[src/rtl/hsu_pkg.sv]
package hsu_pkg;
    typedef enum logic {HALF_LO = 1'b0, HALF_HI = 1'b1} half_e;

    function automatic int unsigned idx_bits(input int unsigned n);
        return (n <= 1) ? 1 : $clog2(n);
    endfunction
endpackage

[src/rtl/hsu_shifter.sv]
module hsu_shifter #(
    parameter int unsigned HALF = 16,
    parameter int unsigned CNTW = 5
) (
    input  logic [HALF-1:0] opnd,
    input  logic [CNTW-1:0] cnt,
    output logic [HALF-1:0] res
);
    logic            go_right;
    logic [CNTW-1:0] mag;

    always_comb begin
        go_right = cnt[CNTW-1];
        mag      = go_right ? (~cnt + 1'b1) : cnt;
        if (go_right) begin
            res = $unsigned($signed(opnd) >>> mag);
        end else begin
            res = opnd << mag;
        end
    end
endmodule

[src/rtl/hsu_merge.sv]
module hsu_merge #(
    parameter int unsigned WORD = 32
) (
    input  logic [WORD-1:0]   old_word,
    input  logic [WORD/2-1:0] new_half,
    input  logic              put_hi,
    output logic [WORD-1:0]   merged
);
    localparam int unsigned HALF = WORD / 2;

    always_comb begin
        merged = old_word;
        if (put_hi == hsu_pkg::HALF_HI) begin
            merged[WORD-1:HALF] = new_half;
        end else begin
            merged[HALF-1:0] = new_half;
        end
    end
endmodule

[src/rtl/hsu_regfile.sv]
module hsu_regfile #(
    parameter int unsigned NREG = 8,
    parameter int unsigned WORD = 32,
    parameter int unsigned NRD  = 3,
    localparam int unsigned IDXW = hsu_pkg::idx_bits(NREG)
) (
    input  logic                      clk,
    input  logic                      rst,
    input  logic                      wr_en,
    input  logic [IDXW-1:0]           wr_idx,
    input  logic [WORD-1:0]           wr_data,
    input  logic [NRD-1:0][IDXW-1:0]  rd_idx,
    output logic [NRD-1:0][WORD-1:0]  rd_data
);
    typedef struct packed {
        logic [NREG-1:0][WORD-1:0] regs;
    } rf_state_t;

    rf_state_t st_d, st_q;

    always_comb begin
        st_d = st_q;
        if (rst) begin
            st_d.regs = '0;
        end else if (wr_en) begin
            st_d.regs[wr_idx] = wr_data;
        end
    end

    always_ff @(posedge clk) begin
        st_q <= st_d;
    end

    for (genvar gr = 0; gr < NRD; gr++) begin : g_rd
        assign rd_data[gr] = st_q.regs[rd_idx[gr]];
    end

    p_write_lands_r2: assert property (@(posedge clk) disable iff (rst)
        wr_en |=> st_q.regs[$past(wr_idx)] == $past(wr_data));

    for (genvar gi = 0; gi < NREG; gi++) begin : g_chk
        p_reset_clear_r1: assert property (@(posedge clk)
            rst |=> st_q.regs[gi] == '0);
        p_hold_idle_r10: assert property (@(posedge clk) disable iff (rst)
            !wr_en |=> $stable(st_q.regs[gi]));
    end
endmodule

[src/rtl/hsu_top.sv]
module hsu_top #(
    parameter int unsigned NREG = 8,
    parameter int unsigned WORD = 32,
    parameter int unsigned CNTW = 5,
    localparam int unsigned HALF = WORD / 2,
    localparam int unsigned IDXW = hsu_pkg::idx_bits(NREG)
) (
    input  logic            clk,
    input  logic            rst,
    input  logic            op_valid,
    input  logic [IDXW-1:0] op_src,
    input  logic            op_src_hi,
    input  logic [IDXW-1:0] op_dst,
    input  logic            op_dst_hi,
    input  logic [CNTW-1:0] op_cnt,
    input  logic            ld_valid,
    input  logic [IDXW-1:0] ld_idx,
    input  logic [WORD-1:0] ld_data,
    input  logic [IDXW-1:0] rd_idx,
    output logic [WORD-1:0] rd_data
);
    localparam int unsigned NRD = 3;

    logic [NRD-1:0][IDXW-1:0] rf_rd_idx;
    logic [NRD-1:0][WORD-1:0] rf_rd_data;
    logic [WORD-1:0]          src_word, dst_word, merged;
    logic [HALF-1:0]          operand, shifted;
    logic                     shift_fire, wr_en;
    logic [IDXW-1:0]          wr_idx;
    logic [WORD-1:0]          wr_data;

    assign rf_rd_idx = {rd_idx, op_dst, op_src};
    assign src_word  = rf_rd_data[0];
    assign dst_word  = rf_rd_data[1];
    assign rd_data   = rf_rd_data[2];

    always_comb begin
        shift_fire = op_valid && !ld_valid;
        operand    = (op_src_hi == hsu_pkg::HALF_HI) ? src_word[WORD-1:HALF]
                                                     : src_word[HALF-1:0];
        wr_en      = ld_valid || op_valid;
        wr_idx     = ld_valid ? ld_idx  : op_dst;
        wr_data    = ld_valid ? ld_data : merged;
    end

    hsu_shifter #(.HALF(HALF), .CNTW(CNTW)) u_shift (
        .opnd (operand),
        .cnt  (op_cnt),
        .res  (shifted)
    );

    hsu_merge #(.WORD(WORD)) u_merge (
        .old_word (dst_word),
        .new_half (shifted),
        .put_hi   (op_dst_hi),
        .merged   (merged)
    );

    hsu_regfile #(.NREG(NREG), .WORD(WORD), .NRD(NRD)) u_rf (
        .clk     (clk),
        .rst     (rst),
        .wr_en   (wr_en),
        .wr_idx  (wr_idx),
        .wr_data (wr_data),
        .rd_idx  (rf_rd_idx),
        .rd_data (rf_rd_data)
    );

    p_zero_count_r7: assert property (@(posedge clk) disable iff (rst)
        shift_fire && op_cnt == '0 |-> shifted == operand);
    p_left_fill_r6: assert property (@(posedge clk) disable iff (rst)
        shift_fire && !op_cnt[CNTW-1] && op_cnt != '0 |-> shifted[0] == 1'b0);
    p_right_sign_r8: assert property (@(posedge clk) disable iff (rst)
        shift_fire && op_cnt[CNTW-1] |-> shifted[HALF-1] == operand[HALF-1]);
    p_keep_low_r5: assert property (@(posedge clk) disable iff (rst)
        shift_fire && op_dst_hi |-> wr_data[HALF-1:0] == dst_word[HALF-1:0]);
    p_keep_high_r5: assert property (@(posedge clk) disable iff (rst)
        shift_fire && !op_dst_hi |-> wr_data[WORD-1:HALF] == dst_word[WORD-1:HALF]);
    p_load_wins_r3: assert property (@(posedge clk) disable iff (rst)
        ld_valid |-> wr_idx == ld_idx && wr_data == ld_data);
endmodule

[config.mk]
export PLATFORM = sky130hd
export DESIGN_NAME = hsu_top
export DESIGN_NICKNAME = d
export VERILOG_FILES = /design/src/rtl/hsu_pkg.sv /design/src/rtl/hsu_shifter.sv /design/src/rtl/hsu_merge.sv /design/src/rtl/hsu_regfile.sv /design/src/rtl/hsu_top.sv
export SDC_FILE = /design/constraint.sdc
export NUM_CORES = 1
export LEC_CHECK = 0
export ABC_AREA = 0
export BUFFER_PORTS_ARGS = -buffer_cell sky130_fd_sc_hd__buf_2
export CELL_PAD_IN_SITES_DETAIL_PLACEMENT = 0
export CELL_PAD_IN_SITES_GLOBAL_PLACEMENT = 1
export CORE_ASPECT_RATIO = 0.7
export CORE_MARGIN = 4
export CORE_UTILIZATION = 50
export CTS_BUF_LIST = sky130_fd_sc_hd__clkbuf_16
export DETAILED_ROUTE_END_ITERATION = 6
export GPL_TIMING_DRIVEN = 0
export PLACE_DENSITY_LB_ADDON = 0.1
export SLEW_MARGIN = 40
export SYNTH_ARGS = -nofsm -noshare
export SYNTH_HDL_FRONTEND = slang
export SYNTH_HIERARCHICAL = 1
export SYNTH_SLANG_ARGS = --single-unit
[constraint.sdc]
create_clock -name clk -period 5.3 [get_ports clk]
set_clock_uncertainty 0.2 [all_clocks]
set_input_delay 0.53 -clock clk [delete_from_list [all_inputs] [get_ports clk]]
set_output_delay 0.53 -clock clk [all_outputs]
set_load 0.02 [all_outputs]
==> flow_summary.json <==
{
  "reg2reg_slack_ps": 1210,
  "synthSimpleGateAreaFrac": 0.129,
  "intPower_w": 0.00337,
  "num_rows": 59,
  "dp.cells": 2371,
  "synth_mux_area_frac": 0.425,
  "synthTopCellsByCount": "nand2_1 (526), a21oi_1 (272), dfxtp_1 (256), mux4_1 (136), mux2_4 (101)",
  "core_sq_um": 37100,
  "ant_nets": 0,
  "final_util": 0.555,
  "first_pass_iters": 7,
  "ys_types": 65,
  "fin_nets": 1969,
  "finalNonFillerCells": 2421,
  "holdWs_ps": 251,
  "synthFlopType": "dfxtp_1",
  "hold_violations": 0,
  "synth-adder-area-share": 0.000667,
  "ys_async_sr_fraction": 0,
  "numClockSinks": 256,
  "reg.largest.list": "u_rf/st_q x256",
  "multiInputGateArea_sq_um": 12200,
  "totalWireLength_um": 75800,
  "netlist_area_sq_um": 18800,
  "ys_seq_area_frac": 0.273,
  "grt_pass1_wl_um": 108000,
  "start_kind": "input port",
  "clkTransAtPathRegs_ps": 60,
  "syn-num-nets": 1865,
  "synth-edff-count": 0,
  "synth.top_cell.area_share": 0.273,
  "grt-ovfl-total": 0,
  "worstPathRequired_ps": 5510,
  "violations": "DRC",
  "cellPowerDensity_nw_per_um2": 240,
  "irDropWorstVdd_mv": 0.239,
  "synth-xor-area-share": 0.00227,
  "tightest_slew_ps": 934,
  "yosysMostFrequentCell": "nand2_1",
  "dpl_cell_area_sq_um": 19800,
  "seqPwrFrac": 0.411,
  "synth_compound_area_frac": 0.0925,
  "path_class": "input port to flip-flop",
  "seqCellArea_sq_um": 5120,
  "drv_cap": 0,
  "yosysTopAreaCell": "dfxtp_1",
  "finish.instance_area_sq_um": 20600,
  "die_h_um": 170,
  "avgSynthCellArea_sq_um": 10.4,
  "die_w_um": 239,
  "vias": 16300,
  "postCtsSetupBuffers": 0,
  "setup_viol": 0,
  "grt_max_degree": 14,
  "syn_inst": 1809,
  "worstSkewPairLatency_ps": 580,
  "largest_reg_flops": 256,
  "synth_top_family_by_area": "multiplexers",
  "status": "complete, but fails checks",
  "drc": 1,
  "worstReg2RegStart": "u_rf/st_q[34]",
  "critPathMaxFanout": 10,
  "cts_resized": 0,
  "postCtsHoldBufs": 0,
  "crit_path_end_kind": "flip-flop",
  "rsz0062_at_grt": "no",
  "fillCellCount": 3292,
  "timing.final.crit_share": 0.805,
  "startpoint": "op_src[0]",
  "gp_congestion": 0.966,
  "hp-class": "input port to flip-flop",
  "clkPwrFrac": 0.368,
  "crit_end": "u_rf/st_q[220]",
  "period_minus_slack_ps": 4270,
  "cts_tree": "built",
  "synthToLayoutAreaGrowth_pct": 9.73,
  "setup_tns_ps": 0,
  "hpwl_um": 53800,
  "avgRoutedWirePerCell_um": 31.3,
  "viasPerCell": 6.72,
  "switchingPower_w": 0.00157,
  "root_buffer": "clkbuf_16",
  "drive_gt1_frac": 0.279,
  "fmax_mhz": 234,
  "drv_slew": 0,
  "synth_area_leaders": "dfxtp_1 (27%), mux4_1 (19%), nand2_1 (11%), mux4_2 (9.4%), mux2_4 (8.1%)",
  "ioPinCount": 87,
  "relSlewSlack": 0.377,
  "grtUsageTotal": 0.365,
  "dieArea_sq_um": 40700,
  "ys_seq_elements": 256,
  "largest-register": "u_rf/st_q",
  "combPwrFrac": 0.221,
  "antenna_found_initial": 2,
  "switching_share": 0.318,
  "grt_pass1_vias": 15300,
  "initial_core_util": 0.506,
  "first_iter_violations": 2010,
  "yosysWarnings": 6,
  "reg2reg_depth": 12,
  "ctsHtreeMaxLevel": 1,
  "cts-buffers-inserted": 27,
  "critPathArrivalTime_ps": 4480,
  "portBuffers": 73,
  "clock_path_buffers": 3,
  "reg2reg_to": "u_rf/st_q[226]",
  "p_leak_nw": 8.37
}
## kinds of logic after synthesis
kind of cell,count (synthesis)
xor gates and xnor gates,4
adders and majority gates,1
and+or+nand+nor,597
DFF,256
muxes,416
buffers and inverters,214
AOI/OAI and AO/OA,321
## final cells by class
cell class	instances	share of cell area
multi-input combinational	1339	0.593
antenna	2	0.000243
timing repair buffer	75	0.0184
tap	488	0.0297
sequential	256	0.249
clock inverter	20	0.00565
clock buffer	27	0.0328
buffer	208	0.0698
inverter	6	0.00109
## routing by layer
layer	global-route usage	up-vias	wire length, um
li1	-	6898	-
met2	0.526	1105	31400
met1	0.529	8123	32100
met5	0	-	0
met3	0.115	155	9500
met4	0.112	0	2750
## critical path: stages
cell     delay (ps)
buf_6           180
buf_6           220
buf_2           360
mux4_1          340
mux2_2          350
mux2_4          350
or3_1           380
a21oi_1         220
o31ai_1         120
a221o_1         520
mux2_4          340
mux2_4          270
buf_4           170
nand2_1          60
a21oi_1          60
## cell usage in the layout, fill, tap and decap left out, drive strengths merged, types with 4 or more instances in the layout
master	instances
a31oi	10
clkbuf	93
mux4	214
mux2i	20
nor2	27
a211o	4
a21oi	272
buf	216
nor3	7
or3	6
inv	11
mux2	182
clkinv	13
nand2	526
o21ai	6
dfxtp	256
## power groups by stage
| stage | clock [W] | sequential [W] | combinational (W) |
|---|---|---|---|
| 3_5_place_dp | 0 | 0.00207 | 0.00106 |
| 2_1_floorplan | 0 | 0.00205 | 0.000704 |
| 5_1_grt | 0.00191 | 0.00204 | 0.00113 |
| 6_report | 0.00182 | 0.00203 | 0.00109 |
| 4_1_cts | 0.00183 | 0.00203 | 0.00106 |
| 3_3_place_gp | 0 | 0.00207 | 0.00105 |
## how the worst min path moves through the flow
stage	start	slack (ps)	end	cells past startpoint
finish	rst	250	u_rf/st_q[159]	2
detailed placement	u_rf/st_q[119]	270	u_rf/st_q[119]	2
global placement	u_rf/st_q[39]	260	u_rf/st_q[39]	2
CTS	rst	200	u_rf/st_q[159]	2
global route	rst	260	u_rf/st_q[223]	2
floorplan	u_rf/st_q[32]	250	u_rf/st_q[32]	2
## through the flow
step	setup slack, ps	power [W]
after floorplan	1270	0.00275
after global placement	420	0.00311
after detailed placement	558	0.00313
after CTS	1140	0.00492
after global routing	962	0.00508
final	1030	0.00495
(Power assumes the default switching activity.)
